$ cat src/rtl/adcs_pkg.sv
package adcs_pkg;

  typedef enum logic [2:0] {
    RX_IDLE,
    RX_START,
    RX_DATA,
    RX_STOP,
    RX_HOLD
  } rx_state_e;

  // Number of system clocks per oversampling tick, rounded to the nearest value.
  function automatic int unsigned os_divisor(int unsigned clk_hz, int unsigned baud,
                                             int unsigned os);
    int unsigned den;
    den = baud * os;
    return (clk_hz + den / 2) / den;
  endfunction

  // Counter width able to hold the values 0 .. n-1.
  function automatic int unsigned cnt_width(int unsigned n);
    return (n > 1) ? $clog2(n) : 1;
  endfunction

endpackage

$ cat src/rtl/adcs_baud_tick.sv
module adcs_baud_tick
  import adcs_pkg::*;
#(
  parameter int unsigned CLK_HZ = 1_843_200,
  parameter int unsigned BAUD   = 9600,
  parameter int unsigned OS     = 16
) (
  input  logic clk,
  input  logic rst_n,
  output logic tick
);
  localparam int unsigned DIV   = os_divisor(CLK_HZ, BAUD, OS);
  localparam int unsigned DIV_W = cnt_width(DIV);

  generate
    if (DIV <= 1) begin : g_passthru
      assign tick = 1'b1;
    end else begin : g_count
      logic [DIV_W-1:0] cnt;
      logic             tick_q;

      always_ff @(posedge clk or negedge rst_n) begin
        if (!rst_n) begin
          cnt    <= '0;
          tick_q <= 1'b0;
        end else if (cnt == DIV_W'(DIV - 1)) begin
          cnt    <= '0;
          tick_q <= 1'b1;
        end else begin
          cnt    <= cnt + 1'b1;
          tick_q <= 1'b0;
        end
      end
      assign tick = tick_q;

      // ticks are isolated single-cycle pulses
      p_tick_isolated_r1: assert property (@(posedge clk) disable iff (!rst_n)
        tick |=> !tick);
    end
  endgenerate
endmodule

$ cat src/rtl/adcs_uart_rx.sv
module adcs_uart_rx
  import adcs_pkg::*;
#(
  parameter int unsigned DATA_W = 8,
  parameter int unsigned OS     = 16
) (
  input  logic clk,
  input  logic rst_n,
  input  logic tick,
  input  logic rxd,
  output logic byte_ok,
  output logic frame_err
);
  localparam int unsigned OS_W  = cnt_width(OS);
  localparam int unsigned IDX_W = cnt_width(DATA_W);
  localparam int unsigned HALF  = OS / 2;

  logic            rx_q1, rx_s;
  rx_state_e       state;
  logic [OS_W-1:0] os_cnt;
  logic [IDX_W-1:0] bit_idx;
  logic            os_last;
  logic            os_mid;

  assign os_last = (os_cnt == OS_W'(OS - 1));
  assign os_mid  = (os_cnt == OS_W'(HALF - 1));

  always_ff @(posedge clk or negedge rst_n) begin
    if (!rst_n) begin
      rx_q1 <= 1'b1;
      rx_s  <= 1'b1;
    end else begin
      rx_q1 <= rxd;
      rx_s  <= rx_q1;
    end
  end

  always_ff @(posedge clk or negedge rst_n) begin
    if (!rst_n) begin
      state     <= RX_IDLE;
      os_cnt    <= '0;
      bit_idx   <= '0;
      byte_ok   <= 1'b0;
      frame_err <= 1'b0;
    end else begin
      byte_ok   <= 1'b0;
      frame_err <= 1'b0;
      unique case (state)
        RX_IDLE: begin
          if (!rx_s) begin
            state  <= RX_START;
            os_cnt <= '0;
          end
        end
        RX_START: begin
          if (tick) begin
            if (os_mid) begin
              os_cnt  <= '0;
              bit_idx <= '0;
              state   <= rx_s ? RX_IDLE : RX_DATA;
            end else begin
              os_cnt <= os_cnt + 1'b1;
            end
          end
        end
        RX_DATA: begin
          if (tick) begin
            if (os_last) begin
              os_cnt <= '0;
              if (bit_idx == IDX_W'(DATA_W - 1)) state <= RX_STOP;
              else bit_idx <= bit_idx + 1'b1;
            end else begin
              os_cnt <= os_cnt + 1'b1;
            end
          end
        end
        RX_STOP: begin
          if (tick) begin
            if (os_last) begin
              os_cnt <= '0;
              if (rx_s) begin
                byte_ok <= 1'b1;
                state   <= RX_IDLE;
              end else begin
                frame_err <= 1'b1;
                state     <= RX_HOLD;
              end
            end else begin
              os_cnt <= os_cnt + 1'b1;
            end
          end
        end
        RX_HOLD: begin
          if (rx_s) state <= RX_IDLE;
        end
        default: state <= RX_IDLE;
      endcase
    end
  end

  // a frame ends either valid or discarded, never both
  p_ok_err_exclusive_r5: assert property (@(posedge clk) disable iff (!rst_n)
    !(byte_ok && frame_err));
  // a discarded frame is not followed by a completion in the next cycle
  p_err_no_ok_r5: assert property (@(posedge clk) disable iff (!rst_n)
    frame_err |=> !byte_ok);
endmodule

$ cat src/rtl/adcs_uart_tx.sv
module adcs_uart_tx
  import adcs_pkg::*;
#(
  parameter int unsigned DATA_W = 8,
  parameter int unsigned OS     = 16
) (
  input  logic              clk,
  input  logic              rst_n,
  input  logic              tick,
  input  logic              load,
  input  logic [DATA_W-1:0] data,
  output logic              txd,
  output logic              busy
);
  localparam int unsigned OS_W  = cnt_width(OS);
  localparam int unsigned BIT_W = cnt_width(DATA_W + 2);

  logic [DATA_W:0]  sh;
  logic [OS_W-1:0]  os_cnt;
  logic [BIT_W-1:0] bit_cnt;

  always_ff @(posedge clk or negedge rst_n) begin
    if (!rst_n) begin
      sh      <= '1;
      os_cnt  <= '0;
      bit_cnt <= '0;
      txd     <= 1'b1;
      busy    <= 1'b0;
    end else if (load && !busy) begin
      sh      <= {1'b1, data};
      os_cnt  <= '0;
      bit_cnt <= '0;
      txd     <= 1'b0;
      busy    <= 1'b1;
    end else if (busy && tick) begin
      if (os_cnt == OS_W'(OS - 1)) begin
        os_cnt <= '0;
        if (bit_cnt == BIT_W'(DATA_W + 1)) begin
          busy <= 1'b0;
          txd  <= 1'b1;
        end else begin
          txd     <= sh[0];
          sh      <= {1'b1, sh[DATA_W:1]};
          bit_cnt <= bit_cnt + 1'b1;
        end
      end else begin
        os_cnt <= os_cnt + 1'b1;
      end
    end
  end

  // the line idles high
  p_idle_high_r10: assert property (@(posedge clk) disable iff (!rst_n)
    !busy |-> txd);
  // no load is issued over a frame in flight
  p_no_load_busy_r8: assert property (@(posedge clk) disable iff (!rst_n)
    load |-> !busy);
endmodule

$ cat src/rtl/adcs_conv_ctrl.sv
module adcs_conv_ctrl (
  input  logic clk,
  input  logic rst_n,
  input  logic rx_byte_ok,
  input  logic done_n,
  input  logic tx_busy,
  output logic start_n,
  output logic tx_load,
  output logic done_evt
);
  logic done_q1, done_s, done_prev;
  logic req_flag;

  always_ff @(posedge clk or negedge rst_n) begin
    if (!rst_n) begin
      done_q1   <= 1'b1;
      done_s    <= 1'b1;
      done_prev <= 1'b1;
    end else begin
      done_q1   <= done_n;
      done_s    <= done_q1;
      done_prev <= done_s;
    end
  end

  assign done_evt = done_prev && !done_s;

  always_ff @(posedge clk or negedge rst_n) begin
    if (!rst_n) begin
      req_flag <= 1'b0;
    end else if (done_evt && req_flag) begin
      req_flag <= 1'b0;
    end else if (rx_byte_ok && !req_flag && !tx_busy) begin
      req_flag <= 1'b1;
    end
  end

  assign start_n = req_flag;
  assign tx_load = done_evt && req_flag;

  // the flag rises only after a valid received byte
  p_set_on_byte_r3: assert property (@(posedge clk) disable iff (!rst_n)
    $rose(req_flag) |-> $past(rx_byte_ok));
  // the flag never rises while a result is in flight
  p_no_set_busy_r8: assert property (@(posedge clk) disable iff (!rst_n)
    $rose(req_flag) |-> !$past(tx_busy));
  // completion returns the converter to reset
  p_clear_on_done_r7: assert property (@(posedge clk) disable iff (!rst_n)
    (done_evt && req_flag) |=> !req_flag);
endmodule

$ cat src/rtl/adc_serial_sampler.sv
module adc_serial_sampler #(
  parameter int unsigned CLK_HZ = 1_843_200,
  parameter int unsigned BAUD   = 9600,
  parameter int unsigned OS     = 16,
  parameter int unsigned DATA_W = 8
) (
  input  logic              clk,
  input  logic              rst_n,
  input  logic              rxd,
  output logic              txd,
  output logic              conv_start_n,
  input  logic              conv_done_n,
  input  logic [DATA_W-1:0] conv_data
);
  logic tick;
  logic rx_byte_ok;
  logic rx_frame_err;
  logic tx_load;
  logic tx_busy;
  logic done_evt;

  adcs_baud_tick #(.CLK_HZ(CLK_HZ), .BAUD(BAUD), .OS(OS)) u_tick (
    .clk(clk), .rst_n(rst_n), .tick(tick)
  );

  adcs_uart_rx #(.DATA_W(DATA_W), .OS(OS)) u_rx (
    .clk(clk), .rst_n(rst_n), .tick(tick), .rxd(rxd),
    .byte_ok(rx_byte_ok), .frame_err(rx_frame_err)
  );

  adcs_conv_ctrl u_ctrl (
    .clk(clk), .rst_n(rst_n), .rx_byte_ok(rx_byte_ok), .done_n(conv_done_n),
    .tx_busy(tx_busy), .start_n(conv_start_n), .tx_load(tx_load), .done_evt(done_evt)
  );

  adcs_uart_tx #(.DATA_W(DATA_W), .OS(OS)) u_tx (
    .clk(clk), .rst_n(rst_n), .tick(tick), .load(tx_load), .data(conv_data),
    .txd(txd), .busy(tx_busy)
  );

  // a captured result starts with a low start bit
  p_load_starts_frame_r6: assert property (@(posedge clk) disable iff (!rst_n)
    tx_load |=> (!txd && tx_busy));
  // with no conversion pending, completion never starts a frame
  p_idle_done_ignored_r9: assert property (@(posedge clk) disable iff (!rst_n)
    (done_evt && !conv_start_n && !tx_busy) |=> !tx_busy);
  // a discarded frame does not start a conversion
  p_bad_frame_no_start_r5: assert property (@(posedge clk) disable iff (!rst_n)
    (rx_frame_err && !conv_start_n) |=> !conv_start_n);
endmodule

$ cat config.mk
export PLATFORM = sky130hd
export DESIGN_NAME = adc_serial_sampler
export DESIGN_NICKNAME = d
export VERILOG_FILES = /design/src/rtl/adcs_pkg.sv /design/src/rtl/adcs_baud_tick.sv /design/src/rtl/adcs_uart_rx.sv /design/src/rtl/adcs_uart_tx.sv /design/src/rtl/adcs_conv_ctrl.sv /design/src/rtl/adc_serial_sampler.sv
export SDC_FILE = /design/constraint.sdc
export NUM_CORES = 1
export LEC_CHECK = 0
export BUFFER_PORTS_ARGS = -buffer_cell sky130_fd_sc_hd__buf_2
export CAP_MARGIN = 20
export CORE_ASPECT_RATIO = 0.7
export CORE_UTILIZATION = 36
export DETAILED_ROUTE_END_ITERATION = 7
export PLACE_DENSITY = 0.63
export RECOVER_POWER = 50
export SLEW_MARGIN = 20
export SYNTH_ARGS = -nofsm -noshare
export SYNTH_HDL_FRONTEND = slang
export SYNTH_SLANG_ARGS = --single-unit
$ cat constraint.sdc
create_clock -name clk -period 3.1 [get_ports clk]
set_input_delay 0.62 -clock clk [delete_from_list [all_inputs] [get_ports clk]]
set_output_delay 0.62 -clock clk [all_outputs]
set_load 0.02 [all_outputs]
After elaboration in Yosys (flattened, before gate mapping)
Cells that the tools add are included.
Storage, ports and cells
  flip-flop bits (word level): 41
  output and inout port bits: 2
Operators by class
  add/sub/neg operators: 5
  eq/ne operators: 22
  muxes and demuxes: 51
  reductions and logical operators: 23
Operators by type and width (count)
  $mux W4: 13
  $mux W3: 15
  $mux W9: 4
  $add A4 B1 Y4 const B: 4
  $eq A4 B4 Y1 const B: 4
  $mux W1: 15
  $pmux W3 S5: 1
  $ne A2 B1 Y1 const B: 7
  $pmux W4 S3: 1
  $ne A2 B2 Y1 const B: 5
  $reduce_bool A2 Y1: 5
  $reduce_and A9 Y1: 1
  $eq A3 B2 Y1 const B: 2
  $eq A3 B3 Y1 const B: 2
  $logic_and A1 B1 Y1: 6
  $pmux W3 S2: 1
  $reduce_and A3 Y1: 2
  $reduce_and A6 Y1: 1
  $eq A4 B3 Y1 const B: 1
  $reduce_and A4 Y1: 1
  $add A3 B1 Y3 const B: 1
  $eq A3 B1 Y1 const B: 1
  $logic_not A1 Y1: 3
  $logic_not A3 Y1: 1
  other kinds (4): 4

Longest topological paths before layout
  depth in word-level cells: 6
  depth in mapped cells: 7

Modules after synthesis
Synthesis repeated with hierarchy kept, for this count alone.
Second synthesis, totals
  cells, all modules: 200
  area total of the unflattened synthesis: 2070.7 um2
By module, submodules not included
  adcs_uart_tx: instances 1, cells an instance 98, area each 960.9 um2, seq. area each 461.7 um2
  adcs_uart_rx: instances 1, cells an instance 79, area each 775.7 um2, seq. area each 352.8 um2
  adcs_baud_tick: instances 1, cells an instance 15, area each 198.9 um2, seq. area each 125.1 um2
  adcs_conv_ctrl: instances 1, cells an instance 8, area each 135.1 um2, seq. area each 103.8 um2

Worst setup path before layout
No wires, ideal clock.
  path kind: reg-to-reg
  from: register u_tx.os_cnt[0]
  to: register u_tx.bit_cnt[1]
  arrival: 1.496 ns
  data required time: 3.013 ns
  setup slack: 1.517 ns
  stages on the path, launching flop included: 7
  period minus slack after synthesis: 1.583 ns
  path through: dfrtp_1 -> ha_1 -> nand3_1 -> nor3_4 -> buf_6 -> nor2_2 -> a211oi_2
On the way
  word-level cells in the longest chain between the ends: 3
RTL lines
  from (decl): line adcs_uart_tx.sv:19  | logic [OS_W-1:0] os_cnt;
  from (signal assigned): line adcs_uart_tx.sv:47  | os_cnt <= os_cnt + 1'b1;
  $eq A4 B4 Y1: line adcs_uart_tx.sv:36  | if (os_cnt == OS_W'(OS - 1)) begin
  $reduce_bool A2 Y1 (no line)
  $reduce_and A3 Y1 (no line)
  to (signal assigned): line adcs_uart_tx.sv:44  | bit_cnt <= bit_cnt + 1'b1;
  to (decl): line adcs_uart_tx.sv:20  | logic [BIT_W-1:0] bit_cnt;
No other way between the ends.
A chain may end at the register's enable or synchronous reset.

==> flow_metrics.env <==
export IMPL_synth_net_count=193
export IMPL_grt_overflow=0
export IMPL_syn2layout_area_growth_pct=12.2
export IMPL_hp_start="u_rx.rx_q1"
export IMPL_setup_worst_path_start="rst_n"
export IMPL_crit_buf_inv=1
export IMPL_async_flop_share=1.00
export IMPL_num_io_pins=14
export IMPL_worst_slew_margin_rel=-0.399
export IMPL_finalWeightedCongestion=0.747
export IMPL_synth_compound_area_share=0.146
export IMPL_timing_rr_start="u_tx.os_cnt[0]"
export IMPL_worstHoldEndpoint="u_rx.rx_s"
export IMPL_slew_viol_final=41
export IMPL_cp_slowest_stage_delay_ps=1470
export IMPL_yosysWarnings=0
export IMPL_fmax_mhz=468
export IMPL_top_layer="met4"
export IMPL_clock_path_buffers=2
export IMPL_final_area_um2=2160
export IMPL_final_cells=257
export IMPL_drc_errors=0
export IMPL_period_needed_ps=2140
export IMPL_synth_edf_count=0
export IMPL_hold_depth=0
export IMPL_status="finished with violations"
export IMPL_yosys_area_top_type="dfrtp_1"
export IMPL_nets=206
export IMPL_dp_cells=249
export IMPL_synth_most_common_cell="dfrtp_1"
export IMPL_rows=21
export IMPL_r2r_end="u_tx.sh[5]"
export IMPL_finalHoldViolations=0
export IMPL_routed_via_count=1239
export IMPL_synthCells=174
export IMPL_start_kind="input port"
export IMPL_placed_cell_area_um2=2040
export IMPL_ys_flop_type="dfrtp_1"
export IMPL_clkTransAtPathRegs_ps=80
export IMPL_drv_cap=1
export IMPL_cts_root_buf="clkbuf_8"
export IMPL_dr_pass1_iters=4
export IMPL_setup_viol=0
export IMPL_grt_usage=0.138
export IMPL_portBuffers=13
export IMPL_cts_max_level=2
export IMPL_final_setup_tns_ps=0
export IMPL_grt_pass1_vias=1255
export IMPL_num_antenna_cells=0
export IMPL_clock_sinks=40
export IMPL_rsz0062_at_grt="false"
export IMPL_vias_per_cell=4.82
export IMPL_hold_path_class="flop to flop"
export IMPL_grt_pass1_wl_um=5880
export IMPL_crit_type="input port to asynchronous set/reset pin"
export IMPL_dr_wl_met2_um=1250
export IMPL_die_h_um=63.2
export IMPL_synth_xor_area_frac=0.0182
export IMPL_netlist_top_cells_area="dfrtp_1, dfstp_2, ha_1, a221o_2, nand2_1"
export IMPL_synth_area_um2=1930
export IMPL_rr_worst_depth=5
export IMPL_crit_required_ps=3080
export IMPL_yosys_area_share_simple=0.197
export IMPL_met1Wirelength_um=1840
export IMPL_finalCritPeriodShare=0.689
export IMPL_antenna_found_initial=0
export IMPL_crit_chain="clkbuf_1"
export IMPL_tightest_slew_ps=2100
export IMPL_arrival_ps=2110
export IMPL_core_area_um2=4970
export IMPL_grt_max_degree=41
export IMPL_cp_max_fo=40
export IMPL_endpoint_kind="asynchronous set/reset pin"
export IMPL_initial_utilization=0.388
export IMPL_avgSynthCellArea_um2=11.1
export IMPL_die_x_um=89.4
export IMPL_ys_seq_area_frac=0.529
export IMPL_critPathSlowestCell="clkbuf_1"
export IMPL_synthTopCellsByCount="dfrtp_1, nand2_1, dfstp_2"
export IMPL_numCtsBuffers=5
export IMPL_leakage_nw=0.999
export IMPL_violations="max-capacitance violations, max-slew violations"
export IMPL_dr_first_iter_drc_count=84
export IMPL_synth_top_family_by_area="simple AND/OR/NAND/NOR gates"
export IMPL_cts_tree="done"
export IMPL_powerDensity_nw_per_um2=467
export IMPL_yosysTopAreaCellShare=0.338
export IMPL_synthAdderAreaFrac=0.0455
export IMPL_clock_latency_ps=290
export IMPL_holdBufCountCts=0
export IMPL_ys_types=46
export IMPL_cts_resized=0
export IMPL_totalWireLength_um=3220
export IMPL_dpl_hpwl_um=2220
export IMPL_dr_wl_met3_um=111
export IMPL_skew_ps=7.16
export IMPL_r2r_slack_ps=1070
export IMPL_ir_drop_v=0.000177
export IMPL_dieArea_um2=5650
export IMPL_crit_family="buffers and inverters"
export IMPL_synthMuxAreaShare=0.0273
export IMPL_wire_per_inst_um=12.5
export IMPL_drive_above_1_share=0.277
export IMPL_detail_route_antenna_nets=0
export IMPL_ys_seq_elements=40
export IMPL_cts_setup_buffers=0
## worst max-delay path by stage
stage	slack [ps]	depth (start not counted)	end
6_report	960	1	u_tick.g_count.cnt[2]
5_1_grt	530	1	u_tick.g_count.cnt[0]
4_1_cts	1070	5	u_tx.sh[5]
3_5_place_dp	1060	5	u_tx.sh[5]
3_3_place_gp	1170	5	u_tx.sh[0]
2_1_floorplan	1520	6	u_tx.bit_cnt[1]
## cells in the final DEF, fill, tap and decap left out, types with 3 or more instances in the layout
master and instances:
buf_2 12, dfstp_2 13, a21oi_1 7, o21ai_0 9
dfrtp_1 26, nor3b_1 8, xnor2_1 4, nor2_1 11
nor3_1 3, nand2_1 16, clkbuf_8 7, nand3_1 6
a221o_2 7, mux2i_1 3, ha_1 7, inv_1 6
nand2b_1 3
## routing by layer
layer,GRT usage,up-vias
li1,-,645
met1,0.204,580
met2,0.187,12
met3,0.0472,2
met4,0.0417,0
met5,0,-
## power breakdown
part,internal [W],switching (W),leakage [nW]
logic,0.00000516,0.0000124,0.441
clock network,0.000284,0.000177,0.0645
registers,0.000528,0.00000194,0.494
## layout make-up
| class | count | area [um2] |
|---|---|---|
| fill | 466 | 2810 |
| sequential | 40 | 1020 |
| multi-input combinational | 120 | 836 |
| clock buffer | 7 | 96.3 |
| tap | 69 | 86.3 |
| timing repair buffer | 14 | 71.3 |
| clock inverter | 1 | 30.0 |
| inverter | 6 | 22.5 |
## flip-flops by register name, indices dropped and copies added (netlist names), 3 cells and up
name / count
u_rx.state: 3
u_tx.bit_cnt: 4
u_tx.sh: 8
u_tx.os_cnt: 4
u_tick.g_count.cnt: 4
u_rx.bit_idx: 3
u_rx.os_cnt: 4
## cells by family after synthesis
| kind of cell | count (synthesis) |
|---|---|
| xor gates and xnor gates | 4 |
| AOI/OAI and AO/OA | 38 |
| muxes | 5 |
| adders and majority gates | 7 |
| DFF | 40 |
| buffers and inverters | 14 |
| and+or+nand+nor | 66 |
## per-stage QoR
step	power (W)	util	hold WS [ps]	setup slack (ps)
floorplan	0.000540	-	324	1520
global placement	0.000558	0.410	346	1170
detailed placement	0.000559	0.410	348	1060
CTS	0.00102	0.435	359	1070
global route	0.00105	0.435	367	534
finish	0.00101	0.435	359	963
No activity file was read; power rests on OpenSTA's default activity.
